==> src/rtl/fpls_pkg.sv <==
package fpls_pkg;
  localparam int OPC_W = 6;
  localparam int XO_W  = 10;
  localparam int REG_W = 5;
  localparam int DISP_W = 16;
  localparam int BYTES_W = 4;

  localparam logic [OPC_W-1:0] OPC_INDEXED = 6'd31;
  localparam logic [2:0]       DISP_BAND   = 3'b110;
  localparam logic [XO_W-1:0]  XO_MASK     = 10'h31F;
  localparam logic [XO_W-1:0]  XO_PATTERN  = 10'h217;
  localparam logic [XO_W-1:0]  XO_INTWORD  = 10'd983;

  typedef struct packed {
    logic hit;
    logic store;
    logic dbl;
    logic upd;
    logic intword;
  } form_t;

  typedef struct packed {
    logic               illegal;
    logic               store;
    logic               dbl;
    logic               upd;
    logic               intword;
    logic               conv;
    logic [BYTES_W-1:0] bytes;
    logic [REG_W-1:0]   frt;
    logic [REG_W-1:0]   ra;
    logic [REG_W-1:0]   rb;
    logic               wb_en;
    logic [REG_W-1:0]   wb_idx;
  } ctl_t;

  localparam int CTL_W = $bits(ctl_t);

  function automatic logic [OPC_W-1:0] f_opcd(input logic [31:0] w);
    return w[31:26];
  endfunction

  function automatic logic [REG_W-1:0] f_rt(input logic [31:0] w);
    return w[25:21];
  endfunction

  function automatic logic [REG_W-1:0] f_ra(input logic [31:0] w);
    return w[20:16];
  endfunction

  function automatic logic [REG_W-1:0] f_rb(input logic [31:0] w);
    return w[15:11];
  endfunction

  function automatic logic [XO_W-1:0] f_xo(input logic [31:0] w);
    return w[10:1];
  endfunction

  function automatic logic [DISP_W-1:0] f_disp(input logic [31:0] w);
    return w[15:0];
  endfunction

  function automatic logic [BYTES_W-1:0] f_bytes(input logic dbl);
    return dbl ? 4'd8 : 4'd4;
  endfunction
endpackage

==> src/rtl/fpls_dform_dec.sv <==
module fpls_dform_dec
  import fpls_pkg::*;
(
  input  logic [OPC_W-1:0] opcd,
  output form_t            form
);
  always_comb begin
    form         = '0;
    form.hit     = (opcd[5:3] == DISP_BAND);
    form.store   = form.hit & opcd[2];
    form.dbl     = form.hit & opcd[1];
    form.upd     = form.hit & opcd[0];
    form.intword = 1'b0;
  end
endmodule

==> src/rtl/fpls_xform_dec.sv <==
module fpls_xform_dec
  import fpls_pkg::*;
(
  input  logic [OPC_W-1:0] opcd,
  input  logic [XO_W-1:0]  xo,
  output form_t            form
);
  logic is31;
  logic iw_hit;
  logic fp_hit;

  assign is31   = (opcd == OPC_INDEXED);
  assign iw_hit = is31 && (xo == XO_INTWORD);
  assign fp_hit = is31 && ((xo & XO_MASK) == XO_PATTERN);

  always_comb begin
    form = '0;
    if (iw_hit) begin
      form.hit     = 1'b1;
      form.store   = 1'b1;
      form.intword = 1'b1;
    end else if (fp_hit) begin
      form.hit   = 1'b1;
      form.store = xo[7];
      form.dbl   = xo[6];
      form.upd   = xo[5];
    end
  end
endmodule

==> src/rtl/fpls_ea_gen.sv <==
module fpls_ea_gen
  import fpls_pkg::*;
#(
  parameter int XLEN = 32
) (
  input  logic              indexed,
  input  logic              ra_zero,
  input  logic [XLEN-1:0]   gpr_a,
  input  logic [XLEN-1:0]   gpr_b,
  input  logic [DISP_W-1:0] disp,
  output logic [XLEN-1:0]   ea
);
  logic [XLEN-1:0] disp_ext;
  logic [XLEN-1:0] base;
  logic [XLEN-1:0] offset;

  generate
    if (XLEN > DISP_W) begin : g_sext
      assign disp_ext = {{(XLEN-DISP_W){disp[DISP_W-1]}}, disp};
    end else begin : g_trunc
      assign disp_ext = disp[XLEN-1:0];
    end
  endgenerate

  assign base   = ra_zero ? '0 : gpr_a;
  assign offset = indexed ? gpr_b : disp_ext;
  assign ea     = base + offset;
endmodule

==> src/rtl/fpls_out_reg.sv <==
module fpls_out_reg #(
  parameter int W = 8
) (
  input  logic         clk,
  input  logic         rst_n,
  input  logic         in_valid,
  output logic         in_ready,
  input  logic [W-1:0] din,
  output logic         out_valid,
  input  logic         out_ready,
  output logic [W-1:0] dout
);
  assign in_ready = !out_valid || out_ready;

  always_ff @(posedge clk) begin
    if (!rst_n) begin
      out_valid <= 1'b0;
      dout      <= '0;
    end else if (in_ready) begin
      out_valid <= in_valid;
      if (in_valid) dout <= din;
    end
  end
endmodule

==> src/rtl/fpls_decoder.sv <==
module fpls_decoder
  import fpls_pkg::*;
#(
  parameter int XLEN = 32
) (
  input  logic             clk,
  input  logic             rst_n,
  input  logic             in_valid,
  output logic             in_ready,
  input  logic [31:0]      insn,
  input  logic [XLEN-1:0]  gpr_a,
  input  logic [XLEN-1:0]  gpr_b,
  output logic             out_valid,
  input  logic             out_ready,
  output logic [XLEN-1:0]  ea,
  output logic             is_store,
  output logic             is_double,
  output logic             is_update,
  output logic             is_intword,
  output logic             conv_req,
  output logic [3:0]       acc_bytes,
  output logic [4:0]       frt,
  output logic [4:0]       ra_idx,
  output logic [4:0]       rb_idx,
  output logic             illegal,
  output logic             wb_en,
  output logic [4:0]       wb_idx,
  output logic [XLEN-1:0]  wb_data
);
  localparam int PAY_W = CTL_W + 2 * XLEN;

  form_t            dform;
  form_t            xform;
  form_t            sel;
  logic [REG_W-1:0] ra_f;
  logic             ra_zero;
  logic [XLEN-1:0]  ea_raw;
  logic             bad_update;
  logic             dec_legal;
  logic             accept;
  ctl_t             ctl_d;
  ctl_t             ctl_q;
  logic [XLEN-1:0]  ea_d;
  logic [XLEN-1:0]  wbd_d;
  logic [PAY_W-1:0] pay_q;
  logic             unused_rc;

  assign unused_rc = insn[0];
  assign ra_f      = f_ra(insn);
  assign ra_zero   = (ra_f == '0);

  fpls_dform_dec u_dform (
    .opcd (f_opcd(insn)),
    .form (dform)
  );

  fpls_xform_dec u_xform (
    .opcd (f_opcd(insn)),
    .xo   (f_xo(insn)),
    .form (xform)
  );

  assign sel = xform.hit ? xform : dform;

  fpls_ea_gen #(.XLEN(XLEN)) u_ea (
    .indexed (xform.hit),
    .ra_zero (ra_zero),
    .gpr_a   (gpr_a),
    .gpr_b   (gpr_b),
    .disp    (f_disp(insn)),
    .ea      (ea_raw)
  );

  assign bad_update = sel.upd && ra_zero;
  assign dec_legal  = sel.hit && !bad_update;

  always_comb begin
    ctl_d         = '0;
    ctl_d.illegal = !dec_legal;
    ctl_d.store   = dec_legal & sel.store;
    ctl_d.dbl     = dec_legal & sel.dbl;
    ctl_d.upd     = dec_legal & sel.upd;
    ctl_d.intword = dec_legal & sel.intword;
    ctl_d.conv    = dec_legal & !sel.dbl & !sel.intword;
    ctl_d.bytes   = dec_legal ? f_bytes(sel.dbl) : '0;
    ctl_d.frt     = f_rt(insn);
    ctl_d.ra      = ra_f;
    ctl_d.rb      = f_rb(insn);
    ctl_d.wb_en   = dec_legal & sel.upd;
    ctl_d.wb_idx  = ctl_d.wb_en ? ra_f : '0;
  end

  assign ea_d  = dec_legal ? ea_raw : '0;
  assign wbd_d = ctl_d.wb_en ? ea_raw : '0;

  fpls_out_reg #(.W(PAY_W)) u_oreg (
    .clk       (clk),
    .rst_n     (rst_n),
    .in_valid  (in_valid),
    .in_ready  (in_ready),
    .din       ({ctl_d, ea_d, wbd_d}),
    .out_valid (out_valid),
    .out_ready (out_ready),
    .dout      (pay_q)
  );

  assign accept  = in_valid && in_ready;
  assign ctl_q   = pay_q[PAY_W-1 -: CTL_W];
  assign ea      = pay_q[2*XLEN-1 -: XLEN];
  assign wb_data = pay_q[XLEN-1:0];

  assign illegal    = ctl_q.illegal;
  assign is_store   = ctl_q.store;
  assign is_double  = ctl_q.dbl;
  assign is_update  = ctl_q.upd;
  assign is_intword = ctl_q.intword;
  assign conv_req   = ctl_q.conv;
  assign acc_bytes  = ctl_q.bytes;
  assign frt        = ctl_q.frt;
  assign ra_idx     = ctl_q.ra;
  assign rb_idx     = ctl_q.rb;
  assign wb_en      = ctl_q.wb_en;
  assign wb_idx     = ctl_q.wb_idx;
endmodule

==> config.mk <==
export PLATFORM = sky130hd
export DESIGN_NAME = fpls_decoder
export DESIGN_NICKNAME = d
export VERILOG_FILES = /design/src/rtl/fpls_pkg.sv /design/src/rtl/fpls_dform_dec.sv /design/src/rtl/fpls_xform_dec.sv /design/src/rtl/fpls_ea_gen.sv /design/src/rtl/fpls_out_reg.sv /design/src/rtl/fpls_decoder.sv
export SDC_FILE = /design/constraint.sdc
export NUM_CORES = 1
export LEC_CHECK = 0
export ABC_AREA = 1
export BUFFER_PORTS_ARGS = -buffer_cell sky130_fd_sc_hd__clkbuf_2
export CAP_MARGIN = 40
export CORE_MARGIN = 3
export CORE_UTILIZATION = 56
export DETAILED_ROUTE_END_ITERATION = 6
export PLACE_DENSITY = 0.87
export SKIP_LAST_GASP = 1
export SLEW_MARGIN = 30
export SYNTH_ARGS = -nofsm -noshare
export SYNTH_HDL_FRONTEND = slang
export SYNTH_SLANG_ARGS = --single-unit
==> constraint.sdc <==
create_clock -name clk -period 6 [get_ports clk]
set_clock_uncertainty 0.1 [all_clocks]
set_input_delay 0.3 -clock clk [delete_from_list [all_inputs] [get_ports clk]]
set_output_delay 0.3 -clock clk [all_outputs]
set_load 0.03 [all_outputs]
Word-level counts from Yosys, hierarchy flattened
Index checks and enable logic that the tools add are counted.
Widths: inputs -> output; s select.
- bits in registers: 96
- input bits: 100
- output and inout port bits: 97
- word-level logic and storage cells: 40
- $add $sub $neg: 1
- equal/unequal tests: 4
- multiplexer cells: 12
- bitwise operators: 9
- reduce and logical (&&, ||, !) cells: 12
- operators by type and width (cell ; count):
    $mux 32 ; 4
    $add 32x32->32 ; 1
    $mux 4 ; 3
    $eq 10x10->1 const B ; 1
    $mux 5 ; 2
    $and 1x1->1 ; 9
    $eq 7x7->1 const B ; 1
    $eq 6x5->1 const B ; 1
    $logic_not 1->1 ; 5
    $logic_not 5->1 ; 1
    $logic_and 1x1->1 ; 4
    $mux 2 ; 2
    $eq 3x3->1 const B ; 1
    $reduce_and 2->1 ; 1
    $logic_or 1x1->1 ; 1
    $mux 1 ; 1

Logic depth before layout (Yosys ltp)
Gate-level depths: netlist (run 1).
- word-level depth: 10
- mapped depth: 23
- mapped depth without buffers: 22

Modules after synthesis
From an unflattened synthesis (run 1), not the netlist that was laid out.
- cells, all modules: 1459
- area total of the unflattened synthesis: 8224.1 sq um
- modules (own cells, without submodules) (module ; instances ; cells an instance ; area an instance (sq um) ; sequential area each (sq um)):
    fpls_out_reg ; 1 ; 628 ; 4324.1 ; 1921.8
    fpls_ea_gen ; 1 ; 645 ; 2974.1 ; 0.0
    fpls_decoder ; 1 ; 141 ; 732.0 ; 0.0
    fpls_xform_dec ; 1 ; 34 ; 142.6 ; 0.0
    fpls_dform_dec ; 1 ; 11 ; 51.3 ; 0.0

Worst setup path after synthesis (run 1)
Ideal clock, no wire load.
- kind: input to register
- start point: input port insn[5]
- end point: register u_oreg.dout[18]
- arrival time: 2.748 ns
- data required time: 5.829 ns
- path slack: 3.081 ns
- stages: 23
- buffers on the path: 1
- cell sequence: inv_2 > nor2_2 > nand2_2 > inv_1 > o21ai_2 > clkbuf_1 > nor2_1 > nor2_1 > ha_1 > inv_1 > fa_1 > nand3b_1 > nand2_1 > nand2_1 > nand2_1 > nand2_1 > nand2_1 > nand3_1 > nand2_1 > nand2_1 > nand2_1 > nand2_1 > a21oi_1
- cells in the longest elaborated chain, start to end: 10
- RTL lines (element ; RTL line ; text):
    start: declaration ; fpls_decoder.sv:10 ; input logic [31:0] insn,
    branches (longest 9 deep; another with $add 32x32->32) ; - ;
    $mux 32 (*) ; fpls_decoder.sv:94 ; assign wbd_d = ctl_d.wb_en ? ea_raw : '0;
    end signal: assignment ; fpls_out_reg.sv:21 ; if (in_valid) dout <= din;
    end: declaration ; fpls_out_reg.sv:11 ; output logic [W-1:0] dout
Mark *: on every way between the ends.
A chain may end at the register's enable or synchronous reset.

Final worst setup path (run 1)
- start point: input port insn[5]
- end point: register u_oreg.dout[50]
- cells in the longest elaborated chain, start to end: 9
- RTL lines (element ; RTL line ; text):
    branches (longest 8 deep; another with $add 32x32->32) ; - ;
    $mux 32 (*) ; fpls_decoder.sv:93 ; assign ea_d = dec_legal ? ea_raw : '0;
Marks and branches as above.

==> out/summary.txt, run 1 <==
========================================================================================
Compound-Gate Fraction of Synth Area                                               0.166
Switching power of the nets                                                     0.521 mW
Post-synthesis xor/xnor area fraction                                             0.0212
Crit Path Category                                                             in -> reg
Summed instance area of the synthesized netlist                                 6200 um2
Outcome                                                                     finished with violations
Worst slack after detailed placement                                             2.63 ns
Initial standard-cell utilization of the core                                      0.587
Root cell of the clock tree                                                     clkbuf_8
Post-CTS setup buffer count                                                            0
Cts hold-fix bufs                                                                      0
Initial antenna violation count                                                        0
Post-DRT Antenna Nets                                                                  0
Critical path launch point type                                             primary input
Area of all sequential standard cells                                           1840 um2
Area Overhead vs Synth                                                             19.8%
Number of CTS-inserted buffers                                                         9
Avg Inst Size Synth                                                             6.24 um2
IO Count                                                                             197
Part of the power in the clock network                                             0.305
Final number of max-transition violations                                              0
Cell area reported after detailed placement                                     7190 um2
Wire length per cell after detailed routing                                      14.4 um
Peak clock frequency supported by timing                                         328 MHz
Sequential fraction of the synthesis area                                          0.297
Highest-count cells in the layout ignoring fill and taps                    302 x nand2_1, 194 x clkbuf_2, 134 x inv_1
Minimum clock period after layout                                                3.05 ns
Number of synthesis warnings                                                           0
FP Rows                                                                               37
Drt first-iter violations                                                            741
RePlAce Congestion                                                                  1.00
Die ar.                                                                        12400 um2
Buffers on Ports                                                                     194
Power per standard cell area                                                  205 nW/um2
GRT Overall Usage                                                                  0.294
Die W                                                                             111 um
Number of design rule violations left after detail routing                             1
Count of mapped cells out of synthesis                                               993
Hold WS                                                                        0.0810 ns
Final core utilization                                                             0.704
Via count of the first global-routing pass                                          6382
Final-layout fill cell count                                                         966
Relative contribution of combinational cells to total power                        0.279
Number of vias per cell                                                             5.34
Switching share of power                                                           0.343
Flip-flop and latch count after synthesis                                             92
Number of nets in the finished design                                               1300
H-tree depth                                                                           3
Clock-pin slew of the registers on the worst-case setup and hold paths           0.09 ns
Global-route wire length before repair                                           30.2 mm
Synth unique cells                                                                    36
Vias post-DR                                                                        6987
Part of the power in registers                                                     0.416
Simple logic cell fraction of the synthesized area                                 0.331
Diodes inserted                                                                        0
CTS max path bufs                                                                      2
Area taken by multi-input logic gates                                           3630 um2
Fraction of final layout cells with drive strength greater than 1                  0.224
Pin slew with the least headroom to its limit                                   0.750 ns
Worst setup slack after layout                                                   2.95 ns
Number of violations of the max-capacitance limit                                      0
RSZ-0062 raised after global routing                                               false
Worst relative slew slack                                                          0.499
Violated checks                                                             design-rule violations
Combinational family with the most area after synthesis                     simple AND/OR/NAND/NOR gates
Core ar.                                                                       10600 um2
Critical path endpoint category                                                 register
Final standard cell area without fillers                                        7430 um2
Number of clock sinks seen by CTS                                                     92
Final setup violation count                                                            0
Total length of routed wires                                                     18.8 mm
Post-cts sizing count                                                                  0
Number of search-and-repair iterations in the first detailed-routing pass              7
Clock latency at the later pin of the worst-skew pair                            0.35 ns
Setup TNS                                                                           0 ns
Dpl hpwl                                                                         15.0 mm
Sum of overflow across all layers after global routing                                 0
Final worst path period share                                                      0.508
Class of the tightest hold or removal check                                    in -> reg
Largest vdd supply drop                                                         0.160 mV
Die height                                                                        111 um
Clock tree from TritonCTS                                                          built
Largest net degree at the start of global routing                                     89
Total leakage power                                                              3.98 nW
Leading cell type in the layout, fill and taps excluded                          nand2_1
Required @ worst endpoint                                                        6.19 ns
Power Internal                                                                  0.999 mW
Worst EP arrival                                                                 3.24 ns
Final hold violations                                                                  0
Mux share of post-synthesis cell area                                                  0
Critical-path maximum fanout                                                          33
Adder-Cell Fraction of Synth Area                                                 0.0658
========================================================================================
worst paths after layout:
| kind | start | endpoint | slack [ns] | depth (start not counted) |
|---|---|---|---|---|
| max | insn[5] | u_oreg.dout[50]$_SDFFE_PN0P_ | 2.95 | 24 |
| min | insn[23] | u_oreg.dout[82]$_SDFFE_PN0P_ | 0.08 | 3 |
| min reg2reg | u_oreg.dout[21]$_SDFFE_PN0P_ | u_oreg.dout[21]$_SDFFE_PN0P_ | 0.37 | 2 |
| max reg2reg | u_oreg.out_valid$_SDFFE_PN0N_ | u_oreg.dout[60]$_SDFFE_PN0P_ | 3.21 | 10 |
power by group through the flow:
| stage | Combinational [mW] | Sequential (mW) | Clock (mW) |
|---|---|---|---|
| after floorplan | 0.257 | 0.674 | 0 |
| after global placement | 0.409 | 0.646 | 0 |
| after detailed placement | 0.413 | 0.646 | 0 |
| after CTS | 0.415 | 0.632 | 0.468 |
| after global routing | 0.469 | 0.634 | 0.495 |
| final | 0.424 | 0.632 | 0.463 |
per-stage QoR:
stage | instances | power, mW
finish | 1308 | 1.52
global route | 1308 | 1.60
CTS | 1307 | 1.52
detailed placement | 1292 | 1.06
global placement | 1292 | 1.05
floorplan | 994 | 0.931
sequential cells by signal (all words and copies together) (netlist names):
register	cells
u_oreg.dout	91
u_oreg.out_valid	1
final cells by class:
cell class,instances,area share
Clock buffer,9,0.0167
Clock inverter,6,0.0130
Inverter,141,0.0713
Multi-Input combinational cell,723,0.489
Sequential cell,92,0.248
Tap cell,136,0.0229
Timing Repair Buffer,201,0.139
synth_stat cells, drive strengths merged:
library cell / number / area, um2
xnor2: 2 / 17.5
o21ai: 46 / 245
buf: 13 / 110
o21a: 2 / 15.0
nand3: 40 / 225
ha: 31 / 388
nand4: 5 / 31.3
nor3: 6 / 35.0
nand2: 315 / 1210
conb: 1 / 3.75
a21o: 2 / 15.0
inv: 141 / 529
nand3b: 7 / 52.6
or2: 1 / 6.26
o21bai: 8 / 60.1
nor2: 122 / 468
dfxtp: 92 / 1840
clkbuf: 25 / 93.8
a22oi: 20 / 150
xor2: 13 / 114
o31a: 1 / 8.76
fa: 1 / 20.0
nor4: 3 / 18.8
a21oi: 96 / 537
cells by family after synthesis:
family / count (synthesis)
compound gates: 175
simple gates: 499
xor+xnor: 15
other cells: 1
buf+inv: 179
flops: 92
fa+ha+maj: 32
layer usage:
metal / vias up / GRT usage / part of all wire
li1: 3474 / - / -
met1: 3140 / 0.372 / 0.41
met2: 332 / 0.499 / 0.47
met3: 41 / 0.0540 / 0.090
met4: 0 / 0.103 / 0.032
met5: - / 0 / 0
critical path, cell delays in order:
cell,delay (ns)
clkbuf_2,0.11
inv_2,0.07
nor2_2,0.04
nand2_2,0.09
inv_1,0.06
o21ai_2,0.14
buf_4,0.34
nor2_1,0.07
nor2_1,0.12
ha_1,0.18
inv_1,0.05
fa_1,0.39
nand3b_1,0.17
nand2_1,0.16
nand2_1,0.07
nand2_1,0.13
nand2_1,0.07
nand2_1,0.12
nand3_1,0.10
nand2_1,0.07
nand2_1,0.04
nand2_1,0.12
nand2_1,0.07
a21oi_1,0.15
(Power assumes the default switching activity.)
==> inputs of run 2 (changes only) <==
- CORE_UTILIZATION: 56 -> 47
- PLACE_DENSITY: 0.87 -> 0.78
- clock period: 6 -> 2.7 ns (I/O delays scaled with it)
==> out/summary.txt, run 2 (synthesized netlist as in run 1, its figures left out) <==
========================================================================================
Peak clock frequency supported by timing                                         390 MHz
Post-route non-filler standard cell count                                           1450   was 1308
Number of violations of the max-capacitance limit                                      0   unchanged
Fraction of final layout cells with drive strength greater than 1                  0.308   was 0.224
Worst slack after detailed placement                                           -0.314 ns   was 2.63 ns
Crit Path Category                                                             in -> reg   unchanged
Diodes inserted                                                                        0   unchanged
Register with the most flip-flops                                            u_oreg.dout   unchanged
Crit path launch                                                                 insn[3]   was insn[5]
Power per standard cell area                                                  442 nW/um2   was 205 nW/um2
Final hold violations                                                                  0   unchanged
Final number of max-transition violations                                              0   unchanged
Sum of overflow across all layers after global routing                                 0   unchanged
Largest register FFs                                                                  91   unchanged
Total length of routed wires                                                     20.9 mm   was 18.8 mm
Pin slew with the least headroom to its limit                                   0.662 ns   was 0.750 ns
Minimum clock period after layout                                                2.56 ns
Wire length per cell after detailed routing                                      14.4 um   about the same
Clock-pin slew of the registers on the worst-case setup and hold paths           0.07 ns   was 0.09 ns
Worst relative slew slack                                                          0.554   was 0.499
Depth of the worst hold-timing path                                                    4   was 3
Total leakage power                                                              4.54 nW   was 3.98 nW
Die ar.                                                                        14600 um2   was 12400 um2
Registers with the most flip-flops                                          u_oreg.dout (91), u_oreg.out_valid (1)   unchanged
Number of clock sinks seen by CTS                                                     92   unchanged
Hold wc startpoint                                                             out_ready   was insn[23]
Cell with the largest stage delay on the worst path                                 fa_1   unchanged
Final worst path period share                                                      0.949
Clock latency at the later pin of the worst-skew pair                            0.35 ns   about the same
Final standard cell area without fillers                                        8590 um2   was 7430 um2
Number of design rule violations left after detail routing                             0   was 1
Critical path endpoint category                                                 register   unchanged
RSZ-0062 raised after global routing                                                true   was false
Number of nets in the finished design                                               1405   was 1300
Total stage count of the critical path                                                22   was 24
Area Overhead vs Synth                                                             38.6%   was 19.8%
Largest vdd supply drop                                                         0.254 mV   was 0.160 mV
Die W                                                                             121 um   was 111 um
Largest net degree at the start of global routing                                     40   was 89
Root cell of the clock tree                                                    clkbuf_16   was clkbuf_8
Post-DRT Antenna Nets                                                                  0   unchanged
Vias post-DR                                                                        7263   was 6987
Dpl hpwl                                                                         16.4 mm   was 15.0 mm
Launch instance of the worst register-to-register path                      u_oreg.out_valid$_SDFFE_PN0N_   unchanged
Number of search-and-repair iterations in the first detailed-routing pass              7   unchanged
Buffers and inverters on the worst path                                                4   was 5
Via count of the first global-routing pass                                          6740   was 6382
CTS max path bufs                                                                      2   unchanged
Initial antenna violation count                                                        0   unchanged
Required @ worst endpoint                                                        2.88 ns   was 6.19 ns
Buffers on Ports                                                                     194   unchanged
CP top delay family                                                         simple AND/OR/NAND/NOR gates   unchanged
Initial standard-cell utilization of the core                                      0.485   was 0.587
Core ar.                                                                       12800 um2   was 10600 um2
GRT Overall Usage                                                                  0.277   was 0.294
Cell area reported after detailed placement                                     7940 um2   was 7190 um2
Number of vias per cell                                                             5.01   was 5.34
Power Total                                                                      3.80 mW   was 1.52 mW
Class of the tightest hold or removal check                                    in -> reg   unchanged
Outcome                                                                     complete, no violations   was finished with violations
Critical-path maximum fanout                                                           4   was 33
IO Count                                                                             197   unchanged
Worst EP arrival                                                                 2.74 ns   was 3.24 ns
Clock tree from TritonCTS                                                          built   unchanged
Critical Path Most Common Cell                                                   nand2_1   unchanged
Final core utilization                                                             0.673   was 0.704
Number of CTS-inserted buffers                                                         9   unchanged
Die height                                                                        121 um   was 111 um
FP Rows                                                                               41   was 37
H-tree depth                                                                           3   unchanged
Cells on worst reg2reg path                                                            7   was 10
Drt first-iter violations                                                            589   was 741
Cell-by-cell trace of the critical path                                     clkbuf_2 -> buf_4 -> nand2_1 -> nor2_1 -> nand3_1 -> a21oi_2 -> nor2_1 -> nor2_1 -> ha_2 -> inv_1 -> fa_1 -> nand3b_1 -> nand2_2 -> nand2_1 -> nand2_2 -> buf_4 -> nand3_1 -> nand3_1 -> nand2_1 -> nand2_1 -> nand2_1 -> a21oi_2   was clkbuf_2 -> inv_2 -> nor2_2 -> nand2_2 -> inv_1 -> o21ai_2 -> buf_4 -> nor2_1 -> nor2_1 -> ha_1 -> inv_1 -> fa_1 -> nand3b_1 -> nand2_1 -> nand2_1 -> nand2_1 -> nand2_1 -> nand2_1 -> nand3_1 -> nand2_1 -> nand2_1 -> nand2_1 -> nand2_1 -> a21oi_1
Placed insts                                                                        1416   was 1292
Worst setup slack after layout                                                  0.139 ns   was 2.95 ns
Highest-count cells in the layout ignoring fill and taps                    290 x nand2_1, 194 x clkbuf_2, 134 x inv_1   was 302 x nand2_1, 194 x clkbuf_2, 134 x inv_1
Global-route wire length before repair                                           32.4 mm   was 30.2 mm
RePlAce Congestion                                                                 0.976   was 1.00
Final setup violation count                                                            0   unchanged
Leading cell type in the layout, fill and taps excluded                          nand2_1   unchanged
Maximum single-stage delay on the critical path                                  0.37 ns   was 0.39 ns
Critical path launch point type                                             primary input   unchanged
========================================================================================
[run 2: final cells by class]
| type | count | area, um2 |
|---|---|---|
| clock buffer | 11 | 253 |
| clock inverter | 5 | 42.5 |
| fill | 1168 | 4180 |
| inverter | 141 | 529 |
| multi-input combinational | 723 | 3800 |
| sequential | 92 | 1840 |
| tap | 172 | 215 |
| timing repair buffer | 306 | 1910 |
[run 2: final timing paths]
kind                                                       to  slack [ns]
worst min register to register   u_oreg.dout[59]$_SDFFE_PN0P_        0.37
worst max-delay path             u_oreg.dout[54]$_SDFFE_PN0P_        0.14
worst max register to register   u_oreg.dout[66]$_SDFFE_PN0P_        0.49
worst min-delay path            u_oreg.out_valid$_SDFFE_PN0N_       0.006
[run 2: worst reg2reg max path: cells and delay by family (launching register included)]
family / cells / cell delay (ns)
buffers and inverters: 2 / 1.02
AND/OR/NAND/NOR: 4 / 0.57
flip-flops: 1 / 0.31
AO/OA/AOI/OAI: 1 / 0.14
[run 2: repair_timing]
item | in CTS | in global routing
gates resized for setup | 0 | 48
hold buffers | 13 | 0
hold endpoints to repair | 15 | 0
setup endpoints to repair | 0 | 49
setup buffers | 0 | 5
[run 2: metal layers]
layer	GRT usage	share of wire	wire [um]
met5	0	0	0
met4	0.122	0.035	735
met3	0.0365	0.058	1210
met2	0.490	0.49	10200
met1	0.333	0.42	8820
[run 2: through the flow]
stage / TNS (ns) / hold slack [ns]
floorplan: 0 / 0.173
global placement: -7.10 / 0.286
detailed placement: -8.72 / 0.289
CTS: 0 / 0.00392
global route: -0.278 / 0.0410
finish: 0 / 0.00646
[run 2: report_power, final]
part / total, mW / internal, mW / switching (mW)
registers: 1.41 / 1.39 / 0.0172
logic: 1.16 / 0.457 / 0.705
clock network: 1.23 / 0.684 / 0.545
total: 3.80 / 2.53 / 1.27
